**src/rtl/flat_iova_xlate.sv**
```systemverilog
module flat_iova_xlate #(
  parameter int AW        = 32,
  parameter int PG_SHIFT  = 12,
  parameter int PROT_ALN  = 7,
  parameter int ENT_LOG2  = 2,
  parameter int VLD_BIT   = 1,
  parameter int NS_BIT    = 3
) (
  input  logic          clk,
  input  logic          rst_n,
  input  logic [AW-1:0] tbl_base_i,
  input  logic [AW-1:0] prot_addr_i,
  input  logic          req_valid_i,
  output logic          req_ready_o,
  input  logic [AW-1:0] req_iova_i,
  output logic          mem_req_valid_o,
  input  logic          mem_req_ready_i,
  output logic [AW-1:0] mem_addr_o,
  input  logic          mem_rsp_valid_i,
  input  logic [AW-1:0] mem_rsp_data_i,
  output logic          rsp_valid_o,
  input  logic          rsp_ready_i,
  output logic [AW-1:0] rsp_pa_o,
  output logic          rsp_fault_o,
  output logic          rsp_nonsec_o,
  output logic [AW-1:0] flt_va_o
);
  localparam int VPN_W = AW - PG_SHIFT;

  typedef enum logic [1:0] {S_IDLE, S_FETCH, S_WAIT, S_RESP} st_t;
  st_t st;

  logic [AW-1:0] iova_q, base_q;
  logic          unused_bits;

  assign req_ready_o     = (st == S_IDLE);
  assign mem_req_valid_o = (st == S_FETCH);
  assign rsp_valid_o     = (st == S_RESP);
  assign mem_addr_o      = base_q + (AW'(iova_q[AW-1:PG_SHIFT]) << ENT_LOG2);
  assign unused_bits     = ^{mem_rsp_data_i, prot_addr_i};

  always_ff @(posedge clk or negedge rst_n) begin
    if (!rst_n) begin
      st           <= S_IDLE;
      iova_q       <= '0;
      base_q       <= '0;
      rsp_pa_o     <= '0;
      rsp_fault_o  <= 1'b0;
      rsp_nonsec_o <= 1'b0;
      flt_va_o     <= '0;
    end else begin
      case (st)
        S_IDLE: if (req_valid_i) begin
          iova_q <= req_iova_i;
          base_q <= tbl_base_i;
          st     <= S_FETCH;
        end
        S_FETCH: if (mem_req_ready_i) st <= S_WAIT;
        S_WAIT: if (mem_rsp_valid_i) begin
          st <= S_RESP;
          if (mem_rsp_data_i[VLD_BIT]) begin
            rsp_pa_o     <= {mem_rsp_data_i[AW-1:PG_SHIFT], iova_q[PG_SHIFT-1:0]};
            rsp_fault_o  <= 1'b0;
            rsp_nonsec_o <= mem_rsp_data_i[NS_BIT];
          end else begin
            rsp_pa_o     <= {prot_addr_i[AW-1:PROT_ALN], {PROT_ALN{1'b0}}};
            rsp_fault_o  <= 1'b1;
            rsp_nonsec_o <= 1'b0;
            flt_va_o     <= {iova_q[AW-1:PG_SHIFT], {PG_SHIFT{1'b0}}};
          end
        end
        S_RESP: if (rsp_ready_i) st <= S_IDLE;
        default: st <= S_IDLE;
      endcase
    end
  end

  a_r7_single_outstanding: assert property (@(posedge clk) disable iff (!rst_n)
    req_ready_o |-> (!mem_req_valid_o && !rsp_valid_o));

  a_r9_mem_hold: assert property (@(posedge clk) disable iff (!rst_n)
    (mem_req_valid_o && !mem_req_ready_i) |=> (mem_req_valid_o && $stable(mem_addr_o)));

  a_r10_rsp_hold: assert property (@(posedge clk) disable iff (!rst_n)
    (rsp_valid_o && !rsp_ready_i) |=>
      (rsp_valid_o && $stable(rsp_pa_o) && $stable(rsp_fault_o) && $stable(rsp_nonsec_o)));

  a_r6_fva_on_fault: assert property (@(posedge clk) disable iff (!rst_n)
    !$stable(flt_va_o) |-> (rsp_valid_o && rsp_fault_o));

  a_r6_fva_aligned: assert property (@(posedge clk) disable iff (!rst_n)
    flt_va_o[PG_SHIFT-1:0] == '0);

  a_r5_prot_aligned: assert property (@(posedge clk) disable iff (!rst_n)
    (rsp_valid_o && rsp_fault_o) |-> (rsp_pa_o[PROT_ALN-1:0] == '0 && !rsp_nonsec_o));
endmodule

```
**config.mk**
```make
export PLATFORM = sky130hd
export DESIGN_NAME = flat_iova_xlate
export DESIGN_NICKNAME = d
export VERILOG_FILES = /design/src/rtl/flat_iova_xlate.sv
export SDC_FILE = /design/constraint.sdc
export NUM_CORES = 1
export LEC_CHECK = 0
export ABC_AREA = 1
export BUFFER_PORTS_ARGS = -buffer_cell sky130_fd_sc_hd__buf_2
export CAP_MARGIN = 0
export CORE_ASPECT_RATIO = 1.25
export CORE_MARGIN = 8
export CORE_UTILIZATION = 43
export DETAILED_ROUTE_END_ITERATION = 12
export PLACE_DENSITY = 0.7
export SYNTH_ARGS = -nofsm -noshare
export SYNTH_HDL_FRONTEND = slang
export SYNTH_SLANG_ARGS = --single-unit
```
**constraint.sdc**
```tcl
create_clock -name clk -period 2.6 [get_ports clk]
set_clock_uncertainty 0.1 [all_clocks]
set_input_delay 0.26 -clock clk [delete_from_list [all_inputs] [get_ports clk]]
set_output_delay 0.26 -clock clk [all_outputs]
set_load 0.03 [all_outputs]
```
==> impl_results.md, run 1 <==
* Status: finished, violations left
* Violated checks: negative setup slack
* Clk sinks at 120
* M1 WL at 8150 um
* FF+latch count, synth at 120
* Routed Antenna Nets at 0
* Final WS setup at -20.3 ps
* Synth unique cells at 32
* Synthesized cell area at 0.00672 mm^2
* CTS H-tree lvls at 4
* Hold Fails Final Rpt at 0
* Worst Path Class, Setup: reg -> out
* Diodes inserted at 0
* Period utilization at 101%
* Syn. warnings at 0
* DR vias at 6549
* Die H at 156 um
* Routed wl met3 at 1470 um
* Vias in the first global route at 6900
* Setup_tns at -24.8 ps
* CP Launch Type: flop
* Crit path largest cell delay at 400 ps
* Hold Crit Class: in -> reg
* Core Rows at 51
* Crit-path cells: ha_4 > inv_2 > fa_2 > inv_2 > nand3_2 > nand3_4 > nand2_4 > nand2_4 > nand3_2 > a21o_1 > nand2_1 > buf_6
* Io pins at 235
* GP Congestion at 0.902
* Share of cells above drive strength 1 at 33.9%
* Clk slew on worst S/H paths at 60 ps
* Hpwl dp at 14800 um
* Max Clock Freq at 382 MHz
* Critical path buffers and inverters at 3
* Wire length per cell at 15.3 um
* Final Routed Wirelength at 21000 um
* Global Route Usage Sum at 21.2%
* Final setup viols at 3
* Slew Viols, Final at 0
* Die X at 128 um
* Mapped Avg Cell Area at 7.89 um^2
* GRT Residual Overflow at 0
* Slowest cell on crit path: dfrtp_1
* Global-route wire length before repair at 33600 um
* DIE AREA at 0.0199 mm^2
* Initial antenna violation count at 0
* CTS tree: yes
* Post-layout net count at 1306
* Iteration-0 DRC Markers at 281
* Clock Path Buffers at 2
* Slew @ Worst Pin at 565 ps
* Cells after Synth at 851
* DR pass1 iterations at 6
* Drt via density at 4.77
* Critical Path RT at 2240 ps
* WL met2 at 11000 um
* Core Area at 0.0154 mm^2
* Min cycle time layout at 2620 ps
* Crit Path Max Fanout at 4
* Worst skew pair latency at 420 ps
* Fill cells at 1277
* CP Data Arrival Time at 2260 ps
* Drt drc at 0
* Register area at 0.00301 mm^2
* Multi-input combinational cell area at 0.00355 mm^2
* Crit end category: output pin
* # port buffers at 205
* Max-cap violations at 0
* RSZ-0062 raised after global routing: yes
* Relative slew margins at 62.1%
* Top Layer Used: met4
* Cell family contributing the most delay on the critical path: adder cells
* Initial Util at 43.5%
* Synth-to-Final Area Change at 47.4%
* Sequential share of the synthesized area at 44.7%
* CTS Root Cell: clkbuf_16
* Largest net degree at the start of global routing at 49
* Num CTS Buffers at 17
==> cells in the mapped netlist <==
master	n	share of area, %
nor2_2	7	0.65
nand3b_1	1	0.11
clkbuf_2	1	0.074
xnor2_1	2	0.26
clkbuf_1	8	0.45
buf_2	16	1.2
dfrtp_1	120	45
nand4_1	6	0.56
o22ai_1	2	0.19
nand3_1	27	2.0
conb_1	1	0.056
nand3_2	4	0.60
nor2_4	3	0.50
inv_1	109	6.1
ha_1	24	4.5
buf_4	14	1.6
o21ai_1	5	0.37
fa_1	1	0.30
xor2_1	12	1.6
nand2_2	12	1.1
nor3_1	3	0.22
mux2_2	33	5.5
o21bai_1	2	0.22
nor2_1	80	4.5
clkinv_1	2	0.11
inv_2	2	0.11
o21ai_0	28	2.1
a21o_1	1	0.11
nand2_1	227	13
buf_1	1	0.056
a21oi_1	93	6.9
nor3_2	4	0.60
==> cell usage in the layout (no fill, tap or decap), types with 4 or more instances in the layout <==
cell type / netlist / final
a21oi_1: 93 / 84
a21oi_2: 0 / 9
buf_2: 16 / 182
buf_4: 14 / 31
buf_6: 0 / 10
clkbuf_16: 0 / 17
clkbuf_4: 0 / 4
clkinvlp_4: 0 / 5
conb_1: 1 / 12
dfrtp_1: 120 / 118
dlygate4sd3_1: 0 / 76
ha_1: 24 / 6
ha_4: 0 / 17
inv_1: 109 / 105
inv_2: 2 / 6
mux2_2: 33 / 33
nand2_1: 227 / 207
nand2_2: 12 / 23
nand2_4: 0 / 9
nand3_1: 27 / 20
nand3_2: 4 / 8
nand4_1: 6 / 6
nor2_1: 80 / 76
nor2_2: 7 / 7
nor2_4: 3 / 7
nor3_2: 4 / 4
o21ai_0: 28 / 28
o21ai_1: 5 / 5
xor2_1: 12 / 11
==> cell families (layout without fill, tap and decap cells) <==
kind of cell / count (synthesis) / count (layout) / share of synthesized area [%]
and+or+nand+nor: 374 / 374 / 23.5
buffers and inverters: 153 / 451 / 9.65
AOI/OAI and AO/OA: 131 / 131 / 9.91
DFF: 120 / 120 / 44.7
muxes: 33 / 33 / 5.53
adders and majority gates: 25 / 25 / 4.77
xor gates and xnor gates: 14 / 14 / 1.83
other: 1 / 12 / 0.0558
==> registers in the layout, summed over array words and instances (netlist names) <==
register / count
base_q: 32
flt_va_o: 20
iova_q: 32
rsp_fault_o: 1
rsp_nonsec_o: 1
rsp_pa_o: 32
st: 2
==> per-layer routing <==
metal  vias up  GRT usage (%)
met2       201           38.2
met5         -              0
li1       3255              -
met1      3065           22.4
met4         0           7.15
met3        28           7.66
==> path summary, 6_finish.rpt <==
path                       slack [ps]              to  cells past startpoint            from
max                               -20  mem_addr_o[16]                     12      iova_q[12]
min                                10      iova_q[20]                      3  req_iova_i[20]
max reg2reg                       760      base_q[20]                      5           st[1]
min reg2reg                       380    flt_va_o[14]                      2    flt_va_o[14]
max in group asynchronous        1440      iova_q[23]                      3           rst_n
min in group asynchronous         210    flt_va_o[15]                      2           rst_n
==> worst reg2reg max path: stages (launching register included) <==
cell	delay, ps
dfrtp_1	380
inv_1	90
ha_1	250
nand2_4	290
buf_12	250
mux2_2	370
==> metrics by stage <==
| step | std cells | utilization [%] | hold WS (ps) | area, um^2 | setup slack (ps) |
|---|---|---|---|---|---|
| after detailed placement | 1252 | 51.6 | 117 | 7970 | 186 |
| after global routing | 1372 | 64.1 | 11.4 | 9900 | -146 |
| after floorplan | 862 | - | -136 | 6760 | 281 |
| after global placement | 1252 | 51.6 | 114 | 7970 | 221 |
| final | 1372 | 64.1 | 9.98 | 9900 | -20.3 |
| after CTS | 1362 | 61.1 | 0.598 | 9430 | -20.6 |
==> area by class of cell <==
cell class / count / share of cell area [%]
multi-input cells: 589 / 35.8
well taps: 212 / 2.68
inverters: 113 / 4.28
repair buffers: 306 / 21.3
clock inverters: 13 / 0.998
clock buffers: 19 / 4.57
flip-flops and latches: 120 / 30.4
==> what timing repair did <==
item	in CTS	in global routing
hold endpoints to repair	101	1
gates resized for setup	29	102
setup endpoints to repair	20	25
pin swaps	2	19
buffers inserted	3	9
hold buffers	75	1
Power of run 1 is not shown: default switching activity piles up to over one toggle a cycle in this logic, so the estimate is an artifact.
==> inputs of run 2 (changes only) <==
Settings changed: TNS_END_PERCENT set to 10.
==> run 2 against run 1 <==
- the run now ends clean
- hold slack hardly changed
- sequential share of layout area is 0.40 points higher
- die area stayed put
- global-route usage hardly changed
- critical path depth stayed put
- critical endpoint unchanged
==> impl_results.md, run 2 (same netlist as run 1, synthesis figures left out) <==
* Number of cells on the critical path at 12
* Clk sinks at 120
* Inst Count DP at 1252
* DR pass1 iterations at 5
* R2R depth at 5
* Die X at 128 um
* Slew @ Worst Pin at 578 ps
* Final Routed Wirelength at 20800 um
* Drt drc at 0
* Critical path buffers and inverters at 3
* Routed Antenna Nets at 0
* Top Registers: base_q (32), iova_q (32), rsp_pa_o (32)
* Die H at 156 um
* Cell family contributing the most delay on the critical path: adder cells
* Min cycle time layout at 2590 ps
* Crit path to: mem_addr_o[16]
* Wire length per cell at 15.3 um
* Max-cap violations at 0
* Fill cells at 1304
* Share of cells above drive strength 1 at 32.8%
* Critical Path RT at 2240 ps
* Initial Util at 43.5%
* Hpwl dp at 14800 um
* Slew Viols, Final at 0
* RSZ-0062 raised after global routing: yes
* CTS tree: yes
* Core Area at 0.0154 mm^2
* Io pins at 235
* Clock Path Buffers at 2
* GP Congestion at 0.902
* Vias in the first global route at 6899
* Commonest cells after routing, fill and taps aside: nand2_1 (211), buf_2 (184), dfrtp_1 (119), inv_1 (105), a21oi_1 (86)
* Iteration-0 DRC Markers at 275
* CTS H-tree lvls at 4
* Clk slew on worst S/H paths at 60 ps
* Final std cells w/o fill at 1366
* Initial antenna violation count at 0
* Drt via density at 4.75
* GRT Residual Overflow at 0
* CP startpoint: iova_q[12]
* RR Startpoint: st[1]
* Max Clock Freq at 387 MHz
* Crit-path cells: ha_4 > inv_2 > fa_2 > inv_2 > nand3_2 > nand3_4 > nand2_4 > nand2_4 > nand3_2 > a21o_1 > nand2_1 > buf_6
* DR vias at 6493
* Largest net degree at the start of global routing at 49
* Commonest non-fill, non-tap cell in the layout: nand2_1
* Post-layout net count at 1300
* Global-route wire length before repair at 33600 um
* Worst skew pair latency at 410 ps
* # port buffers at 205
* DIE AREA at 0.0199 mm^2
* Status: complete, no violations
* Relative slew margins at 61.2%
* Slowest cell on crit path: dfrtp_1
* Global Route Usage Sum at 21.3%
* Crit path largest cell delay at 400 ps
* Num CTS Buffers at 17
* Synth-to-Final Area Change at 45.4%
* CP Launch Type: flop
* Core Rows at 51
* Crit end category: output pin
* Final setup viols at 0
* Diodes inserted at 0
* CP Data Arrival Time at 2230 ps
* Period utilization at 99.5%
* Crit Path Max Fanout at 4
* CTS Root Cell: clkbuf_16
* Hold Crit Class: in -> reg
* Register-to-register setup slack at 760 ps
* RR Endpoint: base_q[20]
* Util after Layout at 63.2%
* Worst Path Class, Setup: reg -> out
* Hold Fails Final Rpt at 0
==> run 2: cell types whose count changed in the layout (fill, tap and decap cells not counted), moves of 2 or more <==
cell / change
a21oi_1: +2
a21oi_2: -2
buf_2: +2
buf_4: -4
buf_6: -2
clkbuf_4: -2
ha_2: +2
ha_4: -2
nand2_1: +4
nand2_4: -3
nor2_2: +3
nor2_4: -3
==> run 2: cell type report <==
cell class	count	area [um^2]	area share [%]
clock buffer	19	453	4.64
clock inverter	13	98.8	1.01
inverter	113	424	4.34
multi-input combinational	589	3470	35.5
sequential	120	3000	30.8
tap	212	265	2.72
timing repair buffer	300	2050	21.0
==> run 2: what timing repair did <==
action,CTS,global route
endpoints found under the hold margin,101,1
resized for setup,30,81
setup buffers,3,3
hold buffers,75,1
endpoints found under the setup margin,20,25
pin swaps,2,14
==> run 2: worst min-delay path by stage <==
stage	startpoint	to	slack, ps	cells after the start
2_1_floorplan	rst_n	base_q[0]	-140	0
6_report	req_iova_i[20]	iova_q[20]	10	3
4_1_cts	tbl_base_i[16]	base_q[16]	0.6	2
5_1_grt	mem_rsp_data_i[28]	rsp_pa_o[28]	10	3
3_5_place_dp	rst_n	flt_va_o[15]	120	1
3_3_place_gp	rst_n	flt_va_o[13]	110	1
==> run 2: layer usage <==
metal | up-vias | GRT usage, % | wire length [um]
met2 | 212 | 38.2 | 10900
met3 | 30 | 7.66 | 1520
met1 | 3013 | 22.4 | 8040
met4 | 0 | 7.15 | 397
li1 | 3238 | - | -
met5 | - | 0 | 0
==> run 2: tightest hold or removal path, delay by kind of cell <==
family | cells | cell delay, ps
compound gates | 1 | 110
buf+inv | 1 | 80
simple gates | 1 | 30
==> run 2: stage by stage <==
| stage | setup slack (ps) | instance area [um^2] | hold slack (ps) | TNS [ps] |
|---|---|---|---|---|
| 2_1_floorplan | 281 | 6760 | -136 | 0 |
| 3_3_place_gp | 221 | 7970 | 114 | 0 |
| 3_5_place_dp | 186 | 7970 | 117 | 0 |
| 4_1_cts | -20.6 | 9430 | 0.598 | -20.6 |
| 5_1_grt | -118 | 9770 | 11.4 | -1150 |
| 6_report | 14.2 | 9770 | 10.3 | 0 |
Power of run 2 is left out for the same reason.
==> inputs of run 3 (changes only) <==
--- a/config.mk
+++ b/config.mk
@@ -9,9 +9,11 @@
 export BUFFER_PORTS_ARGS = -buffer_cell sky130_fd_sc_hd__buf_2
 export CAP_MARGIN = 0
-export CORE_ASPECT_RATIO = 1.25
+export CELL_PAD_IN_SITES_DETAIL_PLACEMENT = 1
+export CELL_PAD_IN_SITES_GLOBAL_PLACEMENT = 2
+export CORE_ASPECT_RATIO = 1.1
 export CORE_MARGIN = 8
-export CORE_UTILIZATION = 43
+export CORE_UTILIZATION = 28
 export DETAILED_ROUTE_END_ITERATION = 12
-export PLACE_DENSITY = 0.7
+export PLACE_DENSITY_LB_ADDON = 0.1
 export SYNTH_ARGS = -nofsm -noshare
 export SYNTH_HDL_FRONTEND = slang
==> constraint.sdc (replaced) <==
create_clock -name clk -period 2.6 [get_ports clk]
set_clock_uncertainty 0.1 [all_clocks]
set_input_delay 0.39 -clock clk [delete_from_list [all_inputs] [get_ports clk]]
set_output_delay 0.39 -clock clk [all_outputs]
set_load 0.03 [all_outputs]
==> run 3 against run 2 <==
- first-iteration DRC count shrank 37%
- critical endpoint unchanged
- via count fell by 5.1%
- utilization shrank 24 points
- the flow now finishes with violations (negative setup slack)
- maximum frequency fell by 3.2%
- largest cell class unchanged
- sequential cell count did not move
- count of clock-buffer cells in the layout is 1 lower
==> impl_results.md, run 3 (same netlist as run 1, synthesis figures left out) <==
* Status: finished, violations left
* Violated checks: negative setup slack
* DIE AREA at 0.0292 mm^2
* RSZ-0062 raised after global routing: yes
* Period utilization at 103%
* Die H at 178 um
* Hold_ws at 107 ps
* Final setup viols at 12
* # port buffers at 205
* Initial antenna violation count at 9
* Hold EP: iova_q[3]
* Synth-to-Final Area Change at 37.1%
* Commonest cells after routing, fill and taps aside: nand2_1 (205), buf_2 (184), dfrtp_1 (120), inv_1 (106), a21oi_1 (84)
* Initial Util at 28.4%
* Routed Antenna Nets at 0
* CP Data Arrival Time at 2180 ps
* RR Startpoint: st[0]
* Slew Viols, Final at 0
* Worst skew pair latency at 410 ps
* Area after DPL at 0.00808 mm^2
* Io pins at 235
* Hpwl dp at 17400 um
* Critical Path RT at 2110 ps
* GP Congestion at 0.752
* GRT Residual Overflow at 0
* Global Route Usage Sum at 15.8%
* WHS Path Cells at 2
* Wire length per cell at 16.2 um
* Top Registers: base_q (32), iova_q (32), rsp_pa_o (32)
* Drt via density at 4.47
* CTS Root Cell: clkbuf_16
* Hold Crit Class: in -> reg
* Final Instance Area at 0.00921 mm^2
* CTS H-tree lvls at 4
* Share of cells above drive strength 1 at 35.7%
* Clock Path Buffers at 2
* CP startpoint: iova_q[12]
* Vias in the first global route at 6801
* R2R depth at 8
* Iteration-0 DRC Markers at 174
* Register-to-register setup slack at 720 ps
* Util after Layout at 39.0%
* Hold Fails Final Rpt at 0
* Clk slew on worst S/H paths at 70 ps
* CP Launch Type: flop
* Crit Path Max Fanout at 4
* Post-layout net count at 1220
* Largest net degree at the start of global routing at 72
* Max-cap violations at 0
* Core Area at 0.0236 mm^2
* DR pass1 iterations at 4
* Commonest non-fill, non-tap cell in the layout: nand2_1
* Num CTS Buffers at 17
* Min cycle time layout at 2670 ps
* DR vias at 6163
* Crit end category: output pin
* Clk sinks at 120
* Worst Path Class, Setup: reg -> out
* Final WS setup at -71.2 ps
* RR Endpoint: flt_va_o[18]
* Core Rows at 59
* Final Routed Wirelength at 22400 um
* Hold Path Origin: req_iova_i[3]
* Die X at 164 um
* Max Clock Freq at 374 MHz
* Global-route wire length before repair at 36500 um
* CTS tree: yes
* Drt drc at 0
run 3: cell type report:
| cell class | instances | area, um^2 |
|---|---|---|
| Clock buffer | 18 | 439 |
| Multi-Input combinational cell | 589 | 3550 |
| Inverter | 113 | 424 |
| Tap cell | 305 | 382 |
| Timing Repair Buffer | 220 | 1290 |
| Sequential cell | 120 | 3000 |
| Antenna cell | 1 | 2.50 |
| Fill cell | 2872 | 14400 |
| Clock inverter | 14 | 115 |
run 3: how the worst max path moves through the flow:
| stage | to | slack [ps] | cells after the start |
|---|---|---|---|
| global route | mem_addr_o[16] | -220 | 12 |
| detailed placement | mem_addr_o[30] | 90 | 13 |
| floorplan | mem_addr_o[18] | 150 | 10 |
| global placement | mem_addr_o[22] | 100 | 13 |
| CTS | mem_addr_o[18] | -160 | 11 |
| finish | mem_addr_o[16] | -70 | 12 |
run 3: worst max-delay path: stages, from the launching register on:
cell	delay, ps
dfrtp_1	390
ha_4	160
inv_2	40
fa_2	340
inv_2	70
nand3_2	80
nand3_4	110
nand2_4	60
nand2_4	80
nand3_2	70
a21o_1	190
nand2_2	70
buf_6	120
run 3: routing by layer:
layer  global-route usage, %  vias up  wire, um
met2                    25.8      132     10500
met3                    7.34       25      2060
met4                    3.41       16       177
met1                    18.7     2911      9580
li1                        -     3079         -
met5                       0        -        96
run 3: metrics by stage:
step,TNS [ps],std cells,setup slack [ps]
3_3_place_gp,0,1343,97.9
4_1_cts,-1640,1378,-157
5_1_grt,-3610,1379,-219
3_5_place_dp,0,1343,87.3
6_report,-380,1380,-71.2
2_1_floorplan,0,862,151
run 3: repair_timing:
| action | CTS | global route |
|---|---|---|
| cloned | 0 | 0 |
| buffers inserted | 2 | 1 |
| hold buffers | 1 | 0 |
| endpoints found under the setup margin | 25 | 25 |
| gates resized for setup | 92 | 35 |
| pin swaps | 21 | 16 |
| endpoints found under the hold margin | 49 | 0 |
Power of run 3 is left out for the same reason.
